==> src/rtl/op_pkg.sv <==
// Shared definitions for the one-pulse timer.
// Assumes: counter and prescaler widths are fixed by the top's parameters.
package op_pkg;
    typedef enum logic {
        DIR_UP   = 1'b0,
        DIR_DOWN = 1'b1
    } count_dir_e;
endpackage

==> src/rtl/op_edge_detect.sv <==
// Synchronizes an asynchronous trigger and emits a one-clock pulse on the
// selected edge.
// Assumes: sel_falling stays constant around an edge.
module op_edge_detect #(
    parameter int SYNC_STAGES = 2
) (
    input  logic clk,
    input  logic rst_n,
    input  logic sig_in,
    input  logic sel_falling,
    output logic edge_pulse
);
    logic [SYNC_STAGES-1:0] sync_q;
    logic                   prev_q;

    // Shift the trigger through the synchronizer flops.
    generate
        for (genvar i = 0; i < SYNC_STAGES; i++) begin : g_sync
            if (i == 0) begin : g_first
                always_ff @(posedge clk) begin
                    if (!rst_n) sync_q[0] <= 1'b0;
                    else        sync_q[0] <= sig_in;
                end
            end else begin : g_rest
                always_ff @(posedge clk) begin
                    if (!rst_n) sync_q[i] <= 1'b0;
                    else        sync_q[i] <= sync_q[i-1];
                end
            end
        end
    endgenerate

    // Keep the previous synchronized value for edge comparison.
    always_ff @(posedge clk) begin
        if (!rst_n) prev_q <= 1'b0;
        else        prev_q <= sync_q[SYNC_STAGES-1];
    end

    // Pick the edge polarity.
    always_comb begin
        if (sel_falling) edge_pulse = prev_q & ~sync_q[SYNC_STAGES-1];
        else             edge_pulse = ~prev_q & sync_q[SYNC_STAGES-1];
    end

    a_r2_one_clock_start: assert property (@(posedge clk) disable iff (!rst_n)
        edge_pulse && $stable(sel_falling) |=> !edge_pulse);
endmodule

==> src/rtl/op_prescaler.sv <==
// Divides the clock by div+1 while run is high and produces the tick enable.
// Assumes: clear has priority and returns the divider to phase zero.
module op_prescaler #(
    parameter int PSC_W = 16
) (
    input  logic             clk,
    input  logic             rst_n,
    input  logic             run,
    input  logic             clear,
    input  logic [PSC_W-1:0] div,
    output logic             tick
);
    logic [PSC_W-1:0] psc_q;

    assign tick = run && (psc_q >= div);

    // Count clocks between ticks, wrapping on each tick.
    always_ff @(posedge clk) begin
        if (!rst_n)     psc_q <= '0;
        else if (clear) psc_q <= '0;
        else if (run)   psc_q <= tick ? '0 : psc_q + 1'b1;
    end

    a_r3_tick_spacing: assert property (@(posedge clk) disable iff (!rst_n)
        tick && (div != '0) |=> (!tick || div == '0));
endmodule

==> src/rtl/op_counter.sv <==
// Up/down counter with a shadowed reload value, run enable and update event.
// Assumes: start is a one-clock pulse; in down mode the counter is armed
// above the compare value by a software update.
module op_counter
    import op_pkg::*;
#(
    parameter int CNT_W = 16
) (
    input  logic             clk,
    input  logic             rst_n,
    input  logic             start,
    input  logic             sw_update,
    input  logic             tick,
    input  logic             single,
    input  count_dir_e       dir,
    input  logic             arr_pre,
    input  logic [CNT_W-1:0] cfg_arr,
    output logic [CNT_W-1:0] cnt,
    output logic [CNT_W-1:0] arr_eff,
    output logic             running,
    output logic             update_ev
);
    logic [CNT_W-1:0] arr_sh_q;
    logic             rollover;

    assign rollover  = tick && ((dir == DIR_DOWN) ? (cnt == '0) : (cnt >= arr_eff));
    assign update_ev = rollover || sw_update;
    assign arr_eff   = arr_pre ? arr_sh_q : cfg_arr;

    // Load the reload shadow on each update event.
    always_ff @(posedge clk) begin
        if (!rst_n)         arr_sh_q <= '0;
        else if (update_ev) arr_sh_q <= cfg_arr;
    end

    // Advance, wrap or rearm the counter.
    always_ff @(posedge clk) begin
        if (!rst_n)              cnt <= '0;
        else if (sw_update)      cnt <= (dir == DIR_DOWN) ? cfg_arr : '0;
        else if (rollover)       cnt <= (dir == DIR_DOWN) ? cfg_arr : '0;
        else if (tick)           cnt <= (dir == DIR_DOWN) ? cnt - 1'b1 : cnt + 1'b1;
    end

    // Start on a trigger, stop at a rollover in single mode.
    always_ff @(posedge clk) begin
        if (!rst_n)                  running <= 1'b0;
        else if (rollover && single) running <= 1'b0;
        else if (start)              running <= 1'b1;
    end

    a_r11_start_from_idle: assert property (@(posedge clk) disable iff (!rst_n)
        $rose(running) |-> $past(start));
    a_r5_stop_at_rollover: assert property (@(posedge clk) disable iff (!rst_n)
        $fell(running) |-> $past(rollover && single));
    a_r10_count_hold: assert property (@(posedge clk) disable iff (!rst_n)
        !tick && !sw_update |=> $stable(cnt));
    a_r9_arr_shadow_hold: assert property (@(posedge clk) disable iff (!rst_n)
        !update_ev |=> $stable(arr_sh_q));
endmodule

==> src/rtl/op_wave.sv <==
// Holds the compare shadow and forms the output waveform from the count.
// Assumes: the output is idle whenever the counter is not running.
module op_wave
    import op_pkg::*;
#(
    parameter int CNT_W = 16
) (
    input  logic             clk,
    input  logic             rst_n,
    input  logic             load,
    input  logic             cmp_pre,
    input  logic [CNT_W-1:0] cfg_cmp,
    input  logic [CNT_W-1:0] cnt,
    input  logic [CNT_W-1:0] arr_eff,
    input  logic             running,
    input  count_dir_e       dir,
    input  logic             invert,
    output logic             wave_out
);
    logic [CNT_W-1:0] cmp_sh_q;
    logic [CNT_W-1:0] cmp_eff;
    logic             active;

    assign cmp_eff = cmp_pre ? cmp_sh_q : cfg_cmp;

    // Load the compare shadow on each update event.
    always_ff @(posedge clk) begin
        if (!rst_n)    cmp_sh_q <= '0;
        else if (load) cmp_sh_q <= cfg_cmp;
    end

    // Decide whether the count lies inside the active window.
    always_comb begin
        if (dir == DIR_DOWN) active = (cnt <= cmp_eff) && (cnt != '0);
        else                 active = (cnt >= cmp_eff) && (cnt < arr_eff);
    end

    assign wave_out = (running & active) ^ invert;

    a_r9_cmp_shadow_hold: assert property (@(posedge clk) disable iff (!rst_n)
        !load |=> $stable(cmp_sh_q));
endmodule

==> src/rtl/onepulse_timer.sv <==
// Triggered one-pulse timer: a synchronized edge starts a prescaled
// counter whose compare and reload values set the pulse's delay and end.
// Assumes: software arms the counter with sw_update before triggering.
module onepulse_timer
    import op_pkg::*;
#(
    parameter int CNT_W       = 16,
    parameter int PSC_W       = 16,
    parameter int SYNC_STAGES = 2
) (
    input  logic             clk,
    input  logic             rst_n,
    input  logic             trig_in,
    input  logic             trig_falling,
    input  logic             single_mode,
    input  logic             count_down,
    input  logic             cmp_preload,
    input  logic             arr_preload,
    input  logic             out_invert,
    input  logic             sw_update,
    input  logic [PSC_W-1:0] psc_div,
    input  logic [CNT_W-1:0] cmp_val,
    input  logic [CNT_W-1:0] arr_val,
    output logic             pulse_out,
    output logic             running
);
    count_dir_e       dir;
    logic             start;
    logic             tick;
    logic             update_ev;
    logic [CNT_W-1:0] cnt;
    logic [CNT_W-1:0] arr_eff;

    assign dir = count_down ? DIR_DOWN : DIR_UP;

    op_edge_detect #(.SYNC_STAGES(SYNC_STAGES)) u_edge (
        .clk(clk), .rst_n(rst_n), .sig_in(trig_in),
        .sel_falling(trig_falling), .edge_pulse(start)
    );

    op_prescaler #(.PSC_W(PSC_W)) u_psc (
        .clk(clk), .rst_n(rst_n), .run(running), .clear(sw_update),
        .div(psc_div), .tick(tick)
    );

    op_counter #(.CNT_W(CNT_W)) u_cnt (
        .clk(clk), .rst_n(rst_n), .start(start), .sw_update(sw_update),
        .tick(tick), .single(single_mode), .dir(dir), .arr_pre(arr_preload),
        .cfg_arr(arr_val), .cnt(cnt), .arr_eff(arr_eff), .running(running),
        .update_ev(update_ev)
    );

    op_wave #(.CNT_W(CNT_W)) u_wave (
        .clk(clk), .rst_n(rst_n), .load(update_ev), .cmp_pre(cmp_preload),
        .cfg_cmp(cmp_val), .cnt(cnt), .arr_eff(arr_eff), .running(running),
        .dir(dir), .invert(out_invert), .wave_out(pulse_out)
    );

    a_r1_idle_level: assert property (@(posedge clk) disable iff (!rst_n)
        !running |-> (pulse_out == out_invert));
    a_r4_ends_at_reload: assert property (@(posedge clk) disable iff (!rst_n)
        running && !count_down && (cnt == arr_eff) |-> (pulse_out == out_invert));
    a_r10_update_keeps_idle: assert property (@(posedge clk) disable iff (!rst_n)
        !running && sw_update |=> !running);
endmodule

==> config.mk <==
export PLATFORM = sky130hd
export DESIGN_NAME = onepulse_timer
export DESIGN_NICKNAME = d
export VERILOG_FILES = /design/src/rtl/op_pkg.sv /design/src/rtl/op_edge_detect.sv /design/src/rtl/op_prescaler.sv /design/src/rtl/op_counter.sv /design/src/rtl/op_wave.sv /design/src/rtl/onepulse_timer.sv
export SDC_FILE = /design/constraint.sdc
export NUM_CORES = 1
export LEC_CHECK = 0
export CORE_MARGIN = 3
export CORE_UTILIZATION = 50
export DETAILED_ROUTE_END_ITERATION = 8
export GPL_TIMING_DRIVEN = 0
export HOLD_SLACK_MARGIN = 0.15
export PLACE_DENSITY = 0.82
export SETUP_SLACK_MARGIN = 0.3
export SYNTH_ARGS = -nofsm -noshare
export SYNTH_HDL_FRONTEND = slang
export SYNTH_SLANG_ARGS = --single-unit
==> constraint.sdc <==
create_clock -name clk -period 4.6 [get_ports clk]
set_input_delay 0.69 -clock clk [delete_from_list [all_inputs] [get_ports clk]]
set_output_delay 0.69 -clock clk [all_outputs]
set_load 0.05 [all_outputs]
-- After elaboration in Yosys (flattened, before gate mapping)
Cells that the tools add are included.
- bits in latches: 0
- memories kept: 0
- bits in read-only memories: 0
- flip-flop bits (word level): 68
- bits of input ports: 58
- bits in writable memories: 0
- output and inout port bits: 2
- divide/modulo/power cells: 0
- multiply operators: 0
- shifts and indexed selects: 0
- magnitude comparators: 5
- add/subtract/negate cells: 3
- equality and inequality tests: 0
- muxes and demuxes: 12
- bitwise logic cells: 7
- reductions and logical operators: 11
- operator list (kind ; number):
    $mux 16 ; 8
    $ge 16x16->1 ; 3
    $add 16x1->16 const B ; 2
    $le 16x16->1 ; 1
    $logic_not 16->1 ; 1
    $lt 16x16->1 ; 1
    $reduce_bool 16->1 ; 1
    $sub 16x1->16 const B ; 1
    $logic_and 1x1->1 ; 5
    $mux 1 ; 4
    $reduce_or 2->1 ; 2
    $and 1x1->1 ; 3
    $not 1->1 ; 3
    $reduce_bool 3->1 ; 1
    $logic_or 1x1->1 ; 1
    $xor 1x1->1 ; 1

-- Longest topological paths before layout
Gate-level depths: netlist (run 1).
- depth in word-level cells: 6
- mapped depth: 12

-- Hierarchy
Synthesis (run 1) repeated with hierarchy kept, for this count alone.
- cells, all modules: 650
- area total of the unflattened synthesis: 5572.8 um^2
- modules (own cells, without submodules) (module ; seq. area each (um^2) ; area an instance (um^2) ; cells an instance ; times used):
    op_counter ; 660.6 ; 2651.3 ; 318 ; 1
    op_wave ; 320.3 ; 1590.3 ; 177 ; 1
    op_prescaler ; 320.3 ; 1229.9 ; 146 ; 1
    op_edge_detect ; 60.1 ; 101.3 ; 9 ; 1

-- Worst setup path before layout (run 1)
Ideal clock, no wire load.
- path kind: input -> output
- from: input cmp_preload
- to: output pulse_out
- arrival time: 3783 ps
- slack: 127 ps
- stages on the path: 11
- path buffers: 2
- data required time: 3910 ps
- cell sequence: clkbuf_1 > buf_1 > mux2i_1 > ha_1 > nor2b_1 > o211ai_1 > a21boi_0 > or4_1 > o211ai_1 > a32oi_1 > xor2_1
- word-level cells in the longest chain between the ends: 6
- elaborated cells between the ends (all ways): 8
- classes of those cells: order compare: 2; mux: 2; bitwise: 2; reduce/logical: 2
- RTL lines (element ; line ; source):
    start, declared ; onepulse_timer.sv:17 ; input logic cmp_preload,
    $mux 16 (*) ; op_wave.sv:24 ; assign cmp_eff = cmp_pre ? cmp_sh_q : cfg_cmp;
    $ge 16x16->1 / $le 16x16->1 (equally long branches) ; op_wave.sv:35, op_wave.sv:34 ;
    $logic_and 1x1->1, on equally long branches ; op_wave.sv:35, op_wave.sv:34 ;
    $mux 1 (*) ; op_wave.sv:34 ; if (dir == DIR_DOWN) active = (cnt <= cmp_eff) && (cnt != '0);
    $and 1x1->1 (*) ; op_wave.sv:38 ; assign wave_out = (running & active) ^ invert;
    $xor 1x1->1 (*) ; op_wave.sv:38 ;
    end, declared ; onepulse_timer.sv:24 ; output logic pulse_out,
Mark *: on every way between the ends. The rest lies on a longest branch, timed or not.

-- Worst setup path in the final report (run 1)
Same ends and word-level chain as after synthesis.

==> out/results.txt, run 1 <==
status - complete, no violations
Seq/Total Area, Yosys - 26.96%
total number of vias - 4644
vias in the first global route - 4761
clk root buf - clkbuf_8
Avg WL per Cell - 17.23 um
antenna violations before repair - 0
Syn-to-layout area delta - 18.93%
Die Area - 11340 um2
most common cell after layout, fill and taps aside - nand2_1
clk_lat worst skew - 0.36 ns
CTS tree - built
Synth Area in Simple Gates - 19.35%
# DRC - 0
Reg clk slew, reported paths - 0.07 ns
Slew Limit Fails - 0
share of layout cells above drive strength 1 - 7.407%
Post-Synth Adder-Cell Area - 16.01%
Die H - 106.5 um
drt pass-1 iters - 5
MaxCap Viol Count - 0
largest family of logic cells by synthesized area - simple AND/OR/NAND/NOR gates
antenna viol nets, final - 0
Final #Nets - 765
HP Class - flip-flop to flip-flop
Synth Net Count - 697
CP Max Fanout - 10
H-tree levels - 3
largest net degree at the start of global routing - 16
endpoints failing hold - 0
WHS - 0.4345 ns
most frequent cells in the layout - 87 x nand2_1, 68 x dfxtp_1, 63 x ha_1, 62 x mux2i_1, 56 x clkdlybuf4s50_1
maximum clock rate - 239.1 MHz
power per standard cell area - 272.5 nW/um2
Final min period - 4.182 ns
GRT overflow - 0
FILL cells - 849
Multi-input gate area - 3495 um2
IO Pins - 60
CTS Hold Bufs - 0
skew final - 0.006119 ns
port buffer count - 57
clock sink total - 68
Starting Density - 51.66%
FF+latch count, synth - 68
Place WS - -0.7119 ns
first-pass GRT wire length - 22.25 mm
register area - 1361 um2
startpoint types - primary input
compound-gate portion of the synthesized area - 15.54%
final setup margin - 0.4184 ns
Std-Cell Core Area - 9774 um2
multiplexer area fraction after synthesis - 12.93%
ys async rst share - 0%
crit share post-route - 90.90%
Post-synth EDFFs - 0
final setup fails - 0
Max-slew headroom - 54.98%
CP Data Required Time - 3.91 ns
diode count - 0
top_reg_cell synth - dfxtp_1
CP arrival - 3.49 ns
Worst VDD drop - 154.0 uV
gp weighted congestion - 0.9281
Num CTS Buffers - 9
yosys warns - 0
CTS max path bufs - 2
GRT Total Usage - 24.34%
Tot Pwr - 0.001637 W
critical path endpoint category - output pin
P_leak - 2.610 nW
Synth Instances - 575
worst-margin pin slew - 0.6731 ns
Mean Syn Cell Area - 8.782 um2
WS Path Type - primary input to output pin
Post-Syn Area - 5050 um2
RSZ-0062 raised after global routing - no
Vias/cell - 5.946
Die W - 106.5 um
synth unique cells - 68
Post-DP HPWL - 10.50 mm
DRT Wirelength - 13.45 mm
number of DRC markers in iteration 0 - 327
FP Rows - 36
Synth Area in XOR/XNOR - 5.030%
Final Util - 61.44%
kinds of logic (layout without fill, tap and decap cells):
| family | Yosys count | in the layout |
|---|---|---|
| AO/OA/AOI/OAI | 112 | 112 |
| AND/OR/NAND/NOR | 190 | 190 |
| flip-flops | 68 | 68 |
| XOR/XNOR | 29 | 29 |
| adder cells (fa/ha/maj) | 64 | 64 |
| multiplexers | 65 | 65 |
| buffers and inverters | 47 | 120 |
final cells by class:
class                   instances  area share [%]
clock inverters                 1          0.5000
repair buffers                 57           9.417
multi-input cells             460           58.19
well taps                     133           2.771
inverters                      24           1.500
clock buffers                  15           2.771
flip-flops and latches         68           22.67
plain buffers                  23           2.188
power breakdown:
group,total [W],switching [W],internal [W]
combinational,0.000462,0.000246,0.000216
clock,0.000506,0.000225,0.000281
sequential,0.000669,0.0000447,0.000624
total,0.00164,0.000516,0.00112
flip-flops by register name, indices dropped and copies added (netlist names):
signal	cells
u_cnt.arr_sh_q	16
u_psc.psc_q	16
u_cnt.cnt	16
u_cnt.running	1
u_wave.cmp_sh_q	16
u_edge.prev_q	1
u_edge.sync_q	2
metrics by stage:
step	area, um2	setup TNS (ns)	instances
after floorplan	5057	0	575
after CTS	5996	0	781
after detailed placement	5794	-0.7119	765
final	6006	0	781
after global routing	6006	0	781
after global placement	5794	-0.6130	765
worst paths after layout:
path | cells after the start | endpoint | slack (ns) | startpoint
min reg2reg | 1 | u_edge.sync_q[1]$_SDFF_PN0_ | 0.43 | u_edge.sync_q[0]$_SDFF_PN0_
max reg2reg | 8 | u_cnt.cnt[9]$_SDFFE_PN0P_ | 2.00 | u_cnt.cnt[13]$_SDFFE_PN0P_
min | 1 | u_edge.sync_q[1]$_SDFF_PN0_ | 0.43 | u_edge.sync_q[0]$_SDFF_PN0_
max | 11 | pulse_out | 0.42 | cmp_preload
repair_timing:
| item | in CTS | in global routing |
|---|---|---|
| resized for setup | 11 | 2 |
| buffers inserted | 0 | 0 |
| endpoints found under the setup margin | 1 | 1 |
routing by layer:
layer / GRT usage (%) / part of all wire (%)
met1: 29.84 / 43
met2: 40.36 / 47
met3: 5.222 / 6.3
met4: 11.87 / 3.1
met5: 0.9524 / 0
cells in the mapped netlist (3+ instances only):
cell | instances | share of area [%]
nand2b_1 | 3 | 0.37
a22oi_1 | 9 | 1.3
and2_1 | 6 | 0.74
o21ai_0 | 12 | 1.2
mux2i_1 | 63 | 12
nor4_1 | 3 | 0.37
a21o_1 | 8 | 1.2
a211oi_1 | 6 | 0.89
nor2b_1 | 5 | 0.62
a31oi_1 | 5 | 0.62
o21ai_1 | 14 | 1.4
and3_1 | 8 | 0.99
inv_1 | 24 | 1.8
buf_4 | 4 | 0.59
dfxtp_1 | 68 | 27
nor3_1 | 4 | 0.40
clkbuf_1 | 11 | 0.82
nand4_1 | 11 | 1.4
xnor2_1 | 7 | 1.2
nand2_1 | 87 | 6.5
nand3_1 | 9 | 0.89
xor2_1 | 22 | 3.8
and4_1 | 7 | 1.2
buf_2 | 4 | 0.40
o21a_1 | 4 | 0.59
nor2_1 | 29 | 2.2
ha_1 | 63 | 16
a21oi_1 | 21 | 2.1
o211ai_1 | 6 | 0.89
critical path, stage by stage:
cell	delay, ns
clkbuf_2	0.23
buf_4	0.27
mux2i_2	0.30
ha_1	0.29
nor2b_1	0.15
o211ai_1	0.17
a21boi_0	0.12
or4_1	0.51
a32oi_1	0.34
xor2_2	0.15
buf_2	0.27
Note: power is estimated with default switching activity, not from simulation.
==> run 2, diff against run 1 <==
Clock period 4.6 ns to 4.7 ns, I/O delays scaled along.
==> out/results.txt, run 2 (synthesis gave the netlist of run 1 again) <==
clock group share of total power - 30.9%
P_int - 0.001097 W
Die W - 106.5 um
FP Rows - 36
Final #Nets - 765
Slew Limit Fails - 0
H-tree levels - 3
WS Path Type - primary input to output pin
Worst VDD drop - 150.5 uV
diode count - 0
crit share post-route - 89.15%
Post-DP HPWL - 10.50 mm
largest net degree at the start of global routing - 16
port buffer count - 57
Reg power frac - 40.8%
DRT Wirelength - 13.46 mm
P_leak - 2.610 nW
RR Endpoint - u_cnt.cnt[9]$_SDFFE_PN0P_
total number of vias - 4655
DP Area - 5794 um2
worst reg-to-reg setup slack - 2.08 ns
Reg clk slew, reported paths - 0.07 ns
CP Max Fanout - 10
sw frac - 31.58%
worst path bufs/invs - 3
first-pass GRT wire length - 22.27 mm
GRT overflow - 0
CP Data Required Time - 3.99 ns
startpoint types - primary input
most frequent cells in the layout - 87 x nand2_1, 68 x dfxtp_1, 63 x ha_1, 62 x mux2i_1, 56 x clkdlybuf4s50_1
antenna viol nets, final - 0
drt pass-1 iters - 5
CP Cell Sequence - clkbuf_2 > buf_4 > mux2i_2 > ha_1 > nor2b_1 > o211ai_1 > a21boi_0 > or4_1 > o211ai_1 > a32oi_2 > xor2_2 > buf_2
share of layout cells above drive strength 1 - 7.562%
worst hold start - u_edge.sync_q[0]$_SDFF_PN0_
most common cell after layout, fill and taps aside - nand2_1
Num CTS Buffers - 9
antenna violations before repair - 0
vias in the first global route - 4765
number of DRC markers in iteration 0 - 307
MaxCap Viol Count - 0
Final Cell Area - 6013 um2
endpoints failing hold - 0
Die Area - 11340 um2
skew final - 0.008053 ns
CTS max path bufs - 2
maximum clock rate - 238.7 MHz
CTS tree - built
FILL cells - 849
r2r startpoint - u_cnt.cnt[13]$_SDFFE_PN0P_
slowest cell delay on critical path - 0.53 ns
slowest cell on the critical path - or4_1
Starting Density - 51.66%
Die H - 106.5 um
HP Class - flip-flop to flip-flop
RSZ-0062 raised after global routing - no
Crit path max-delay family - buffers and inverters
final setup fails - 0
Final Util - 61.52%
Max-slew headroom - 55.10%
Std-Cell Core Area - 9774 um2
combinational share of power - 28.3%
CP arrival - 3.49 ns
clk_lat worst skew - 0.36 ns
Worst Hold Path EP - u_edge.sync_q[1]$_SDFF_PN0_
WHS Path Cells - 1
critical path endpoint category - output pin
Syn-to-layout area delta - 19.08%
clk root buf - clkbuf_8
# DRC - 0
clock sink total - 68
power per standard cell area - 266.7 nW/um2
CTS Hold Bufs - 0
total net switching power - 0.0005064 W
status - complete, no violations
worst-margin pin slew - 0.6714 ns
IO Pins - 60
TNS Setup - 0 ns
cell mode on critical path - o211ai_1
GRT Total Usage - 24.35%
Vias/cell - 5.960
gp weighted congestion - 0.9281
Final min period - 4.190 ns
Tot Pwr - 0.001604 W
FF-to-FF path depth - 8
Avg WL per Cell - 17.23 um
-- run 2: cell counts in the layout (fill, tap and decap cells not counted) --
No cell type changed its count.
-- run 2: worst max-delay path by stage --
stage	start	endpoint	slack, ns	depth (start not counted)
after floorplan	cmp_preload	pulse_out	0.41	10
after global placement	arr_preload	pulse_out	-0.54	12
after detailed placement	cmp_preload	pulse_out	-0.64	11
after CTS	cmp_preload	pulse_out	0.36	11
after global routing	cmp_preload	pulse_out	0.38	12
final	cmp_preload	pulse_out	0.51	12
-- run 2: area by class of cell --
cell class	instances	area [um2]	area share, %
inverters	24	90.09	1.498
multi-input cells	460	3502	58.24
repair buffers	57	565.5	9.405
clock inverters	1	30.03	0.4994
well taps	133	166.4	2.767
plain buffers	23	131.4	2.185
clock buffers	15	166.4	2.767
flip-flops and latches	68	1361	22.64
-- run 2: what timing repair did --
action	CTS	global route
setup endpoints to repair	1	1
buffers inserted	0	0
gates cloned	0	0
resized for setup	9	5
pin swaps	0	0
-- run 2: power by group through the flow --
stage               Sequential, W  Clock, W  Combinational [W]
finish                   0.000655  0.000495           0.000454
global route             0.000656  0.000523           0.000499
CTS                      0.000652  0.000504           0.000447
detailed placement       0.000665         0           0.000442
global placement         0.000664         0           0.000420
floorplan                0.000649         0           0.000305
-- run 2: stage by stage --
step,hold slack (ns),setup slack (ns),instances
global route,0.4671,0.3762,781
detailed placement,0.4226,-0.6419,765
finish,0.4344,0.5100,781
global placement,0.4172,-0.5430,765
floorplan,0.4119,0.4086,575
CTS,0.4396,0.3616,781
-- run 2: per-layer routing --
metal	vias to the layer above	share of wire, %	GRT usage, %
li1	2230	-	-
met3	46	6.6	5.222
met1	2198	43	29.88
met4	0	3.4	11.87
met2	181	47	40.36
met5	-	0	0.9524
==> run 3, diff against run 2 <==
Settings changed: GPL_TIMING_DRIVEN 0 to unset, HOLD_SLACK_MARGIN 0.15 to unset.
==> out/results.txt, run 3 (synthesis gave the netlist of run 1 again) <==
Final min period - 4.248 ns
power per standard cell area - 276.8 nW/um2
Worst VDD drop - 205.4 uV
worst-margin pin slew - 1.060 ns
Slew Limit Fails - 0
skew final - 0.01775 ns
GRT Total Usage - 23.94%
register area - 1361 um2
FP Rows - 36
Cells after DPL - 749
status - complete, no violations
DRT Wirelength - 13.34 mm
clk_lat worst skew - 0.35 ns
Multi-input gate area - 3498 um2
Final #Nets - 749
# DRC - 0
Starting Density - 51.66%
endpoints failing hold - 0
CTS Hold Bufs - 0
Max-slew headroom - 28.75%
WHS - 0.4328 ns
Post-DP HPWL - 10.05 mm
drt pass-1 iters - 5
most frequent cells in the layout - 87 x nand2_1, 68 x dfxtp_1, 63 x mux2i_1, 63 x ha_1, 57 x clkdlybuf4s50_1
maximum clock rate - 235.4 MHz
critical path endpoint category - output pin
CP Max Fanout - 16
most common cell after layout, fill and taps aside - nand2_1
Std-Cell Core Area - 9774 um2
diode count - 0
antenna viol nets, final - 0
final setup fails - 0
GRT overflow - 0
RSZ-0062 raised after global routing - no
port buffer count - 59
vias in the first global route - 4524
crit share post-route - 90.39%
number of DRC markers in iteration 0 - 336
IO Pins - 60
share of layout cells above drive strength 1 - 6.804%
final setup margin - 0.4516 ns
MaxCap Viol Count - 0
Vias/cell - 5.953
H-tree levels - 3
Post CTS Setup Buffer Count - 0
WS Path Type - primary input to output pin
startpoint types - primary input
final cell count without fillers - 765
Reg clk slew, reported paths - 0.09 ns
HP Class - flip-flop to flip-flop
Die Area - 11340 um2
gp weighted congestion - 0.9216
first-pass GRT wire length - 21.81 mm
Num CTS Buffers - 9
FILL cells - 837
total number of vias - 4554
TNS Setup - 0 ns
P_leak - 2.576 nW
largest net degree at the start of global routing - 74
Place WS - 0.4199 ns
Syn-to-layout area delta - 18.21%
CP Data Required Time - 3.99 ns
CTS max path bufs - 2
CTS tree - built
clk root buf - clkbuf_8
post-CTS sizing - 0
clock sink total - 68
antenna violations before repair - 0
Die W - 106.5 um
CP arrival - 3.54 ns
Avg WL per Cell - 17.43 um
Die H - 106.5 um
[run 3: stage by stage]
stage	utilization, %	instance area [um2]	total power [W]
after floorplan	-	5057	0.0009540
after global placement	58.68	5736	0.001079
after detailed placement	58.68	5736	0.001103
after CTS	60.89	5952	0.001654
after global routing	61.07	5969	0.001726
final	61.07	5969	0.001652
[run 3: power breakdown]
part / total, W / internal, W / switching, W
clock network: 0.000548 / 0.000299 / 0.000249
logic: 0.000448 / 0.000210 / 0.000238
registers: 0.000656 / 0.000610 / 0.0000461
[run 3: critical path, cell delays in order]
cell	delay [ns]
clkdlybuf4s50_1	0.46
buf_4	0.28
mux2i_1	0.32
ha_1	0.29
and4_1	0.21
nand3_1	0.13
a21oi_1	0.07
nor4_2	0.31
o211ai_1	0.17
a32oi_2	0.22
xor2_2	0.21
buf_12	0.16
[run 3: per-layer routing]
layer	vias up	share of wire [%]	routed length (um)	GRT usage [%]
li1	2199	-	-	-
met3	37	8.3	1103	5.161
met5	-	0	0	1.429
met1	2123	41	5463	29.18
met4	0	3.1	409	9.315
met2	195	48	6361	41.04
[run 3: worst paths after layout]
kind	startpoint	end	slack, ns	cells after the start
worst min-delay path	u_edge.sync_q[0]$_SDFF_PN0_	u_edge.sync_q[1]$_SDFF_PN0_	0.43	1
worst max-delay path	arr_preload	pulse_out	0.45	12
worst min register to register	u_edge.sync_q[0]$_SDFF_PN0_	u_edge.sync_q[1]$_SDFF_PN0_	0.43	1
worst max register to register	u_psc.psc_q[0]$_SDFFE_PP0P_	u_cnt.cnt[2]$_SDFFE_PN0P_	1.90	9
[run 3: area by class of cell]
class / instances / share of cell area (%)
multi-input combinational: 460 / 58.60
sequential: 68 / 22.80
timing repair buffer: 64 / 10.67
tap: 133 / 2.788
clock buffer: 10 / 2.138
inverter: 24 / 1.509
clock inverter: 6 / 1.488
